`config.mk`:
```
export PLATFORM = sky130hd
export DESIGN_NAME = sio_ptr_regfile
export DESIGN_NICKNAME = d
export VERILOG_FILES = /design/src/rtl/sio_regif_pkg.sv /design/src/rtl/sio_gap_mon.sv /design/src/rtl/sio_chan_regs.sv /design/src/rtl/sio_ptr_regfile.sv
export SDC_FILE = /design/constraint.sdc
export NUM_CORES = 1
export LEC_CHECK = 0
export BUFFER_PORTS_ARGS = -buffer_cell sky130_fd_sc_hd__buf_2
export CAP_MARGIN = 20
export CORE_UTILIZATION = 30
export CTS_CLUSTER_DIAMETER = 50
export DETAILED_ROUTE_END_ITERATION = 16
export PLACE_DENSITY = 0.54
export SLEW_MARGIN = 15
export SYNTH_ARGS = -nofsm -noshare
export SYNTH_HDL_FRONTEND = slang
export SYNTH_HIERARCHICAL = 1
export SYNTH_SLANG_ARGS = --single-unit
export TNS_END_PERCENT = 10
```
`constraint.sdc`:
```
create_clock -name clk -period 5 [get_ports clk]
set_input_delay 0.25 -clock clk [delete_from_list [all_inputs] [get_ports clk]]
set_output_delay 0.25 -clock clk [all_outputs]
set_load 0.005 [all_outputs]
```
`src/rtl/sio_regif_pkg.sv`:
```
package sio_regif_pkg;

    localparam int DW        = 8;
    localparam int NREG      = 16;
    localparam int AW        = $clog2(NREG);
    localparam int NCH       = 2;
    localparam int BANK_BIT  = 0;   // register 15 bit choosing register 7 bank
    localparam int EXT_BIT   = 6;   // alternate option bit enabling mirrors

    localparam logic [AW-1:0] R_SHARED_VEC = AW'(2);
    localparam logic [AW-1:0] R_PEND       = AW'(3);
    localparam logic [AW-1:0] R_BANKED     = AW'(7);
    localparam logic [AW-1:0] R_DATA       = AW'(8);
    localparam logic [AW-1:0] R_MASTER     = AW'(9);
    localparam logic [AW-1:0] R_DPLL       = AW'(14);
    localparam logic [AW-1:0] R_ALTOPT     = AW'(8);   // storage slot of the alternate option

    typedef logic [NREG-1:0][DW-1:0] regbank_t;

    typedef struct packed {
        logic          en;
        logic          ch;
        logic          dport;
        logic          wr;
        logic [DW-1:0] d;
    } acc_t;

    typedef enum logic [1:0] {
        RST_NONE = 2'b00,
        RST_CHA  = 2'b01,
        RST_CHB  = 2'b10,
        RST_ALL  = 2'b11
    } rstcmd_e;

    function automatic logic [DW-1:0] rd_pick(
        input logic          chb,
        input logic [AW-1:0] t,
        input regbank_t      r,
        input logic [DW-1:0] s0,
        input logic [DW-1:0] s1,
        input logic [DW-1:0] ds,
        input logic [DW-1:0] rx,
        input logic [5:0]    ip,
        input logic [2:0]    vs
    );
        logic ext;
        ext = r[R_ALTOPT][EXT_BIT];
        case (t)
            4'd0:    rd_pick = s0;
            4'd1:    rd_pick = s1;
            4'd2:    rd_pick = chb ? {r[2][7:4], vs, r[2][0]} : r[2];
            4'd3:    rd_pick = chb ? '0 : {2'b00, ip};
            4'd4:    rd_pick = ext ? r[4]  : '0;
            4'd5:    rd_pick = ext ? r[5]  : '0;
            4'd8:    rd_pick = rx;
            4'd9:    rd_pick = ext ? r[3]  : '0;
            4'd10:   rd_pick = ds;
            4'd11:   rd_pick = ext ? r[10] : '0;
            4'd12:   rd_pick = r[12];
            4'd13:   rd_pick = r[13];
            4'd15:   rd_pick = r[15];
            default: rd_pick = '0;
        endcase
    endfunction

endpackage

```
`src/rtl/sio_gap_mon.sv`:
```
module sio_gap_mon #(
    parameter int MIN_GAP_CYC = 4
) (
    input  logic clk,
    input  logic rst,
    input  logic acc,
    output logic viol
);
    localparam int CW = $clog2(MIN_GAP_CYC + 1);
    localparam logic [CW-1:0] CMAX = CW'(MIN_GAP_CYC);

    logic [CW-1:0] since;

    always_ff @(posedge clk) begin
        if (rst) begin
            since <= CMAX;
            viol  <= 1'b0;
        end else if (acc) begin
            since <= CW'(1);
            if (since < CMAX) viol <= 1'b1;
        end else if (since < CMAX) begin
            since <= since + CW'(1);
        end
    end

    assert_early_flag_R11: assert property (@(posedge clk) disable iff (rst)
        (acc && since < CMAX) |=> viol);
    assert_sticky_R11: assert property (@(posedge clk) disable iff (rst)
        viol |=> viol);

endmodule

```
`src/rtl/sio_chan_regs.sv`:
```
module sio_chan_regs
    import sio_regif_pkg::*;
(
    input  logic          clk,
    input  logic          rst,
    input  logic          chrst,
    input  logic          acc,
    input  logic          wr,
    input  logic [DW-1:0] wd,
    output logic [AW-1:0] ptr,
    output regbank_t      regs
);

    always_ff @(posedge clk) begin
        if (rst || chrst) begin
            ptr  <= '0;
            regs <= '0;
        end else if (acc) begin
            if (ptr == '0) begin
                if (wr) ptr <= wd[AW-1:0];
            end else begin
                ptr <= '0;
                if (wr) begin
                    case (ptr)
                        R_BANKED: begin
                            if (regs[15][BANK_BIT]) regs[R_ALTOPT] <= wd;
                            else                    regs[R_BANKED] <= wd;
                        end
                        R_DPLL:                        regs[R_DPLL] <= {3'b000, wd[4:0]};
                        R_SHARED_VEC, R_DATA, R_MASTER: ;
                        default:                       regs[ptr] <= wd;
                    endcase
                end
            end
        end
    end

    assert_ptr_return_R2: assert property (@(posedge clk) disable iff (rst)
        (acc && ptr != '0) |=> (ptr == '0));
    assert_dpll_keep_R7: assert property (@(posedge clk) disable iff (rst)
        (acc && wr && ptr == R_DPLL && !chrst) |=> (regs[R_DPLL] == {3'b000, $past(wd[4:0])}));
    assert_sync_bank_R4: assert property (@(posedge clk) disable iff (rst)
        (acc && wr && ptr == R_BANKED && !regs[15][BANK_BIT] && !chrst) |=> (regs[R_BANKED] == $past(wd)));

endmodule

```
`src/rtl/sio_ptr_regfile.sv`:
```
module sio_ptr_regfile
    import sio_regif_pkg::*;
#(
    parameter int MIN_GAP_CYC = 4
) (
    input  logic                     clk,
    input  logic                     rst,
    input  logic                     acc_en,
    input  logic                     acc_ch,
    input  logic                     acc_dport,
    input  logic                     acc_wr,
    input  logic [7:0]               acc_wdata,
    input  logic [1:0][7:0]          st0_i,
    input  logic [1:0][7:0]          st1_i,
    input  logic [1:0][7:0]          dpll_st_i,
    input  logic [1:0][7:0]          rx_data_i,
    input  logic [5:0]               ipend_i,
    input  logic [2:0]               vstat_i,
    output logic [7:0]               rd_data_o,
    output logic [1:0][15:0][7:0]    cfg_o,
    output logic [1:0]               cmd_stb_o,
    output logic [3:0]               cmd_code_o,
    output logic [1:0]               dpll_stb_o,
    output logic [2:0]               dpll_code_o,
    output logic [1:0]               chan_rst_o,
    output logic [1:0]               tx_push_o,
    output logic [7:0]               tx_data_o,
    output logic [1:0]               rx_pop_o,
    output logic                     gap_viol_o
);

    acc_t                a;
    logic [NCH-1:0][AW-1:0] ptr;
    regbank_t [NCH-1:0]  loc;
    logic [DW-1:0]       wr2, wr9;
    logic [AW-1:0]       tgt;
    logic                reg_wr, reg_rd, cmd_wr;
    logic [NCH-1:0]      crst;
    rstcmd_e             rcmd;

    assign a      = '{en: acc_en, ch: acc_ch, dport: acc_dport, wr: acc_wr, d: acc_wdata};
    assign tgt    = a.dport ? R_DATA : ptr[a.ch];
    assign reg_wr = a.en &&  a.wr && (a.dport || ptr[a.ch] != '0);
    assign reg_rd = a.en && !a.wr;
    assign cmd_wr = a.en &&  a.wr && !a.dport && ptr[a.ch] == '0;
    assign rcmd   = rstcmd_e'(a.d[7:6]);

    always_comb begin
        crst = '0;
        if (reg_wr && tgt == R_MASTER) begin
            case (rcmd)
                RST_CHA: crst = 2'b01;
                RST_CHB: crst = 2'b10;
                RST_ALL: crst = 2'b11;
                default: crst = 2'b00;
            endcase
        end
    end

    for (genvar g = 0; g < NCH; g++) begin : g_ch
        sio_chan_regs u_regs (
            .clk   (clk),
            .rst   (rst),
            .chrst (crst[g]),
            .acc   (a.en && !a.dport && a.ch == 1'(g)),
            .wr    (a.wr),
            .wd    (a.d),
            .ptr   (ptr[g]),
            .regs  (loc[g])
        );
    end

    always_comb begin
        for (int c = 0; c < NCH; c++) begin
            cfg_o[c]               = loc[c];
            cfg_o[c][R_SHARED_VEC] = wr2;
            cfg_o[c][R_MASTER]     = wr9;
        end
    end

    // shared registers
    always_ff @(posedge clk) begin
        if (rst || crst == 2'b11) begin
            wr2 <= '0;
            wr9 <= '0;
        end else if (reg_wr) begin
            if (tgt == R_SHARED_VEC) wr2 <= a.d;
            if (tgt == R_MASTER)     wr9 <= {2'b00, a.d[5:0]};
        end
    end

    // registered read data and one-shot strobes
    always_ff @(posedge clk) begin
        if (rst) begin
            rd_data_o   <= '0;
            cmd_stb_o   <= '0;
            cmd_code_o  <= '0;
            dpll_stb_o  <= '0;
            dpll_code_o <= '0;
            chan_rst_o  <= '0;
            tx_push_o   <= '0;
            tx_data_o   <= '0;
            rx_pop_o    <= '0;
        end else begin
            cmd_stb_o  <= '0;
            dpll_stb_o <= '0;
            tx_push_o  <= '0;
            rx_pop_o   <= '0;
            chan_rst_o <= crst;
            if (reg_rd) begin
                rd_data_o <= rd_pick(a.ch, tgt, cfg_o[a.ch], st0_i[a.ch], st1_i[a.ch],
                                     dpll_st_i[a.ch], rx_data_i[a.ch], ipend_i, vstat_i);
                if (tgt == R_DATA) rx_pop_o[a.ch] <= 1'b1;
            end
            if (cmd_wr && a.d[7:4] != 4'h0) begin
                cmd_stb_o[a.ch] <= 1'b1;
                cmd_code_o      <= a.d[7:4];
            end
            if (reg_wr && tgt == R_DPLL && a.d[7:5] != 3'b000) begin
                dpll_stb_o[a.ch] <= 1'b1;
                dpll_code_o      <= a.d[7:5];
            end
            if (reg_wr && tgt == R_DATA) begin
                tx_push_o[a.ch] <= 1'b1;
                tx_data_o       <= a.d;
            end
        end
    end

    sio_gap_mon #(.MIN_GAP_CYC(MIN_GAP_CYC)) u_gap (
        .clk  (clk),
        .rst  (rst),
        .acc  (a.en),
        .viol (gap_viol_o)
    );

    assert_pend_chb_zero_R8: assert property (@(posedge clk) disable iff (rst)
        (reg_rd && a.ch && tgt == R_PEND) |=> (rd_data_o == 8'h00));
    assert_master_nostore_R6: assert property (@(posedge clk) disable iff (rst)
        (reg_wr && tgt == R_MASTER) |=> (cfg_o[0][R_MASTER][7:6] == 2'b00));
    assert_push_single_R10: assert property (@(posedge clk) disable iff (rst)
        (a.en && a.dport && a.wr) |=> ($countones(tx_push_o) == 1));
    assert_shared_equal_R5: assert property (@(posedge clk) disable iff (rst)
        (reg_wr && tgt == R_SHARED_VEC) |=> (cfg_o[0][2] == cfg_o[1][2]));

endmodule

```
==> results of run 1 <==
## sequential cells by signal, summed over array words and instances (netlist names)
register	flops
cmd_stb_o	2
cmd_code_o	4
tx_push_o	2
u_gap/viol	1
tx_data_o	8
wr2	8
g_ch.u_regs/regs	224
rx_pop_o	2
rd_data_o	8
g_ch.u_regs/ptr	8
wr9	6
dpll_code_o	3
dpll_stb_o	2
chan_rst_o	2
u_gap/since	3
## cells in the final DEF, fill, tap and decap left out, types with 4 or more instances in the layout
| master | count |
|---|---|
| buf_2 | 371 |
| mux2i_1 | 291 |
| dfxtp_1 | 283 |
| nor2_1 | 205 |
| nand2_1 | 96 |
| clkbuf_16 | 41 |
| a21oi_1 | 34 |
| o22ai_1 | 33 |
| buf_4 | 20 |
| nor2_2 | 19 |
| and2_1 | 17 |
| nand2b_1 | 12 |
| inv_1 | 10 |
| nor3_1 | 10 |
| a222oi_1 | 10 |
| nor3b_1 | 9 |
| a22oi_1 | 9 |
| nand3_1 | 9 |
| o21ai_0 | 8 |
| clkinv_2 | 8 |
| and2b_1 | 8 |
| clkbuf_8 | 7 |
| mux2_1 | 6 |
| mux2_2 | 6 |
| nand4b_1 | 6 |
| nor3_4 | 6 |
| nor2b_1 | 5 |
| nand4_1 | 5 |
| clkbuf_1 | 5 |
| or2_2 | 5 |
| diode_2 | 4 |
| o2bb2ai_1 | 4 |
| a211oi_1 | 4 |
| a32oi_1 | 4 |
| nor4_1 | 4 |
| a221oi_1 | 4 |
| conb_1 | 4 |
| inv_6 | 4 |
| clkinvlp_4 | 4 |
| or4_1 | 4 |
## final cells by class
type	count	area share
antenna	4	0.000625
clock buffer	53	0.0712
clock inverter	20	0.0116
inverter	10	0.00234
multi-input combinational	889	0.389
sequential	283	0.354
tap	532	0.0415
timing repair buffer	396	0.130
## power by group through the flow
stage	registers [mW]	clock network, mW	logic, mW
5_1_grt	2.28	2.98	0.360
6_report	2.28	2.83	0.338
4_1_cts	2.28	2.89	0.332
2_1_floorplan	2.32	0	0.180
3_3_place_gp	2.33	0	0.329
3_5_place_dp	2.33	0	0.332
## through the flow
step	cell area, sq um	hold slack [ns]	cells
6_report	16000	0.0385	2187
5_1_grt	16000	0.0298	2183
4_1_cts	16000	0.00415	2180
3_5_place_dp	14600	0.439	2107
3_3_place_gp	14600	0.437	2107
2_1_floorplan	12400	0.319	1290
## final timing paths
path / end / slack (ns) / depth (start not counted) / startpoint
setup / recovery: g_ch[1].u_regs/regs[125] / 1.48 / 9 / g_ch[0].u_regs/ptr[1]
hold / removal: u_gap/since[1] / 0.04 / 2 / acc_en
setup reg to reg: g_ch[1].u_regs/regs[125] / 1.48 / 9 / g_ch[0].u_regs/ptr[1]
hold reg to reg: u_gap/viol / 0.45 / 2 / u_gap/viol
## worst reg2reg max path, stage by stage, from the launching register on
cell and delay, ns:
dfxtp_1 0.73, nor3_1 0.20, a21o_1 0.26, a21oi_1 0.21
buf_4 0.21, nand2_1 0.22, nor2_1 0.30, or2_2 0.79
buf_12 0.39, nor2_1 0.10
## per-layer routing
layer	vias to the layer above	share of wire	track usage
met4	0	0.027	0.0844
met1	5283	0.42	0.288
li1	5158	-	-
met5	-	0	0
met2	518	0.46	0.387
met3	70	0.099	0.0784
==> flow_summary.yaml, run 1 <==
critical_path:
  cp-end-kind: "register"
  cp_num_buf_inv: 2
  path_class: "reg2reg"
  critPathMaxStageDelay_ns: 0.79
  path_cells: "nor3_1 -> a21o_1 -> a21oi_1 -> buf_4 -> nand2_1 -> nor2_1 -> or2_2 -> buf_12 -> nor2_1"
  cp_max_fo: 50
  critPathMostFrequentCell: "nor2_1"
  critPathTopFamily: "simple AND/OR/NAND/NOR gates"
  cp.arrival_ns: 3.96
  required_ns: 5.44
  slowest_stage: "or2_2"
  startpoint_type: "register"
detailed_routing:
  drt-initial-drc-count: 780
  viasPerCell: 5.04
  final_antenna_net_count: 0
  drc: 0
  drtPass1Iterations: 7
  num_vias: 11029
  drt-total-wl_microns: 51600
  routedWlPerCell_microns: 23.6
clock_network:
  worstSkewPairLatency_ns: 0.56
  numCtsBuffers: 40
  cts_tree: "yes"
  cts.clk_slew.worst_paths_ns: 0.06
  cts.sinks: 283
  cts_root_buf: "clkbuf_16"
  cts_resized: 0
  clockBufferDepth: 3
  htree_levels: 2
  postCtsHoldBufs: 0
  cts_setup_buffers: 0
global_route:
  grt_usage: 0.237
  antenna_found_initial: 4
  grt_pass1_vias: 10391
  grt_pass1_wl_microns: 71600
  gr-total-overflow: 0
  grt_max_degree: 93
worst_hold_path:
  hp-class: "in2reg"
run_status:
  outcome: "complete, no violations"
power:
  p_leak_nw: 7.40
  ir_worst_vdd_mv: 0.266
  power.density_mw_per_mm2: 340
  switchingPower_mw: 1.35
  p_clk_frac: 0.519
  power.internal_mw: 4.09
  combPwrFrac: 0.062
  finalPower_mw: 5.44
  swShare: 0.248
  pwr-share-seq: 0.419
sta:
  report.final.hold_viol_count: 0
  rsz0062_at_grt: "false"
  tns_ns: 0
  worstMarginPinSlew_ns: 1.17
  clock_skew_ns: 0.0182
  final.setup.worst_slack_ns: 1.48
  slew_headroom: 0.211
  drv_slew: 0
  setup_viol: 0
  timing.fmax_mhz: 284
  finalCritPeriodShare: 0.704
  fin_crit_ns: 3.52
die:
  start_util: 0.304
  rows: 74
  dieHeight_microns: 206
  core_region_area_sq_mm: 0.0408
  die_x_microns: 206
  pin_count: 377
  die-area_sq_mm: 0.0423
final_layout:
  drive_gt1_frac: 0.314
  multi_input_area_sq_mm: 0.00624
  postLayoutCoreUtil: 0.392
  final-seq-area_sq_mm: 0.00567
  synthToLayoutAreaGrowth_pct: 28.9
  n_fill_cell: 4136
  fin_nets: 1708
flow_run:
  cap_viol_max_count: 0
placed_design:
  place.gp.congestion: 0.890
  port_buffers: 372
  pre_cts_ws_ns: 1.50
  hpwl_microns: 36700
yosys:
  synth_area_per_cell_sq_um: 9.66
  ys_warn_count: 6
  synthesis.area_sq_mm: 0.0124
  syn_inst: 1287
Power figures use the tool's default switching activity.
==> inputs of run 2 (changes only) <==
--- a/config.mk
+++ b/config.mk
@@ -5,6 +5,7 @@
 export SDC_FILE = /design/constraint.sdc
 export NUM_CORES = 1
 export LEC_CHECK = 0
+export ABC_AREA = 1
 export BUFFER_PORTS_ARGS = -buffer_cell sky130_fd_sc_hd__buf_2
 export CAP_MARGIN = 20
 export CORE_UTILIZATION = 30
==> constraint.sdc (replaced) <==
create_clock -name clk -period 3.15 [get_ports clk]
set_input_delay 0.1575 -clock clk [delete_from_list [all_inputs] [get_ports clk]]
set_output_delay 0.1575 -clock clk [all_outputs]
set_load 0.005 [all_outputs]
==> run 2 against run 1 <==
Effect of this change:
- hold slack improved by 0.032 ns
- first-iteration DRC count increased by 77%
- global-route usage increased by 0.42 points
- synthesized area increased by 22%
- clock skew increased by 0.0082 ns
- synthesized cell count increased by 92%
- non-clock buffer count increased by 13
- register-to-register slack got worse by 0.95 ns
- sequential share of layout area decreased by 5.4 points
- power increased by 64%
- die area increased by 22%
- critical path type unchanged
- highest routed layer unchanged
==> flow_summary.yaml, run 2 <==
run_status:
  outcome: "complete, no violations"
die:
  dieHeight_microns: 227
  die-area_sq_mm: 0.0515
  die_x_microns: 227
  pin_count: 377
  start_util: 0.304
  core_region_area_sq_mm: 0.0500
  rows: 82
final_layout:
  drive_gt1_frac: 0.196
  synthToLayoutAreaGrowth_pct: 24.8
  multi_input_area_sq_mm: 0.00719
  postLayoutCoreUtil: 0.379
  regMostFlops: "g_ch.u_regs/regs"
  layout_common_cells: "nand2_1 (816), inv_1 (416), buf_2 (371)"
  final_cells: 3496
  layout_commonest_cell: "nand2_1"
  largest_reg_flops: 224
  fin_nets: 2877
  n_fill_cell: 5560
  final_cell_area_sq_mm: 0.0189
  final-seq-area_sq_mm: 0.00567
yosys:
  ys_warn_count: 6
  synthesis.area_sq_mm: 0.0152
  synth_area_per_cell_sq_um: 6.13
  syn_inst: 2476
detailed_routing:
  drc: 0
  drtPass1Iterations: 5
  drt-initial-drc-count: 1378
  routedWlPerCell_microns: 18.1
  num_vias: 16257
  viasPerCell: 4.65
  final_antenna_net_count: 0
  drt-total-wl_microns: 63400
critical_path:
  path_cells: "inv_1 -> nand2_1 -> nand2_1 -> nand2_4 -> nor2_8 -> nor2_8 -> buf_4 -> nand3_2 -> inv_1 -> nor2_4 -> buf_12 -> inv_2 -> a21oi_1"
  startpoint_type: "register"
  required_ns: 3.65
  critPathTopFamily: "buffers and inverters"
  cp.arrival_ns: 3.13
  path_class: "reg2reg"
  cp_max_fo: 105
  cp-end-kind: "register"
  slowest_stage: "dfxtp_1"
  critPathMaxStageDelay_ns: 0.39
  cp_num_buf_inv: 5
placed_design:
  pre_cts_ws_ns: 0.520
  place.gp.congestion: 0.928
  postPlaceCellArea_sq_mm: 0.0175
  placedCellCount: 3412
  hpwl_microns: 47200
  port_buffers: 372
sta:
  clock_skew_ns: 0.0264
  finalCritPeriodShare: 0.834
  report.final.hold_viol_count: 0
  drv_slew: 0
  timing.fmax_mhz: 381
  tns_ns: 0
  worstMarginPinSlew_ns: 0.910
  setup_viol: 0
  worst_hold_slack_ns: 0.0701
  final.setup.worst_slack_ns: 0.523
  slew_headroom: 0.392
  fin_crit_ns: 2.63
  rsz0062_at_grt: "false"
global_route:
  grt_pass1_vias: 14981
  use_met2: 0.396
  antenna_found_initial: 3
  gr-total-overflow: 0
  use_met1: 0.301
  busiest_layer: "met2"
  grt_pass1_wl_microns: 92000
  grt_util_met3: 0.0605
  grt_max_degree: 106
  grt_usage: 0.241
clock_network:
  cts_tree: "yes"
  htree_levels: 2
  clockBufferDepth: 3
  worstSkewPairLatency_ns: 0.59
  cts.sinks: 283
  cts_root_buf: "clkbuf_16"
  cts_resized: 0
  cts.clk_slew.worst_paths_ns: 0.06
  numCtsBuffers: 43
  postCtsHoldBufs: 4
  cts_setup_buffers: 0
power:
  ir_worst_vdd_mv: 0.366
  finalPower_mw: 8.94
  p_leak_nw: 9.87
  power.density_mw_per_mm2: 472
worst_hold_path:
  hp-class: "in2reg"
flow_run:
  cap_viol_max_count: 0
-- run 2: cell count changes in the layout (fill, tap and decap cells not counted), moves of 12 or more --
| cell | previous run | this run |
|---|---|---|
| nand2_1 | 96 | 816 |
| inv_1 | 10 | 416 |
| mux2i_1 | 291 | 1 |
| nand4_1 | 5 | 165 |
| nor2_1 | 205 | 335 |
| nand3_1 | 9 | 126 |
| o22ai_1 | 33 | 0 |
| o21ai_0 | 8 | 38 |
| and2_1 | 17 | 0 |
| a21oi_1 | 34 | 49 |
| nand3b_1 | 2 | 15 |
| nand2b_1 | 12 | 0 |
-- run 2: final timing paths --
path	end	cells past startpoint	slack, ns	from
min reg2reg	g_ch[0].u_regs/regs[5]	2	0.42	g_ch[0].u_regs/regs[5]
max	g_ch[1].u_regs/ptr[2]	13	0.52	g_ch[0].u_regs/ptr[0]
min	wr9[5]	3	0.07	acc_wdata[5]
max reg2reg	g_ch[1].u_regs/ptr[2]	13	0.52	g_ch[0].u_regs/ptr[0]
-- run 2: power breakdown --
part,internal (mW),leakage [nW],switching (mW)
clock,2.77,0.684,1.94
combinational,0.165,6.91,0.459
sequential,3.60,2.28,0.0119
total,6.54,9.87,2.41
-- run 2: layer usage --
metal  routed length [microns]  up-vias
li1                          -     8170
met4                      2070        0
met3                      5690      100
met1                     26400     7352
met2                     29200      635
met5                         0        -
-- run 2: worst register-to-register path, stage by stage, from the launching register on --
cell,delay [ns]
dfxtp_1,0.39
inv_1,0.13
nand2_1,0.08
nand2_1,0.15
nand2_4,0.11
nor2_8,0.25
nor2_8,0.05
buf_4,0.22
nand3_2,0.12
inv_1,0.08
nor2_4,0.13
buf_12,0.35
inv_2,0.31
a21oi_1,0.18
-- run 2: cell type report --
cell class              count  area share
diodes                      1    0.000132
clock buffers              47      0.0587
clock inverters            32      0.0157
inverters                 424      0.0840
multi-input cells        1628       0.380
flip-flops and latches    283       0.299
well taps                 672      0.0444
repair buffers            409       0.118
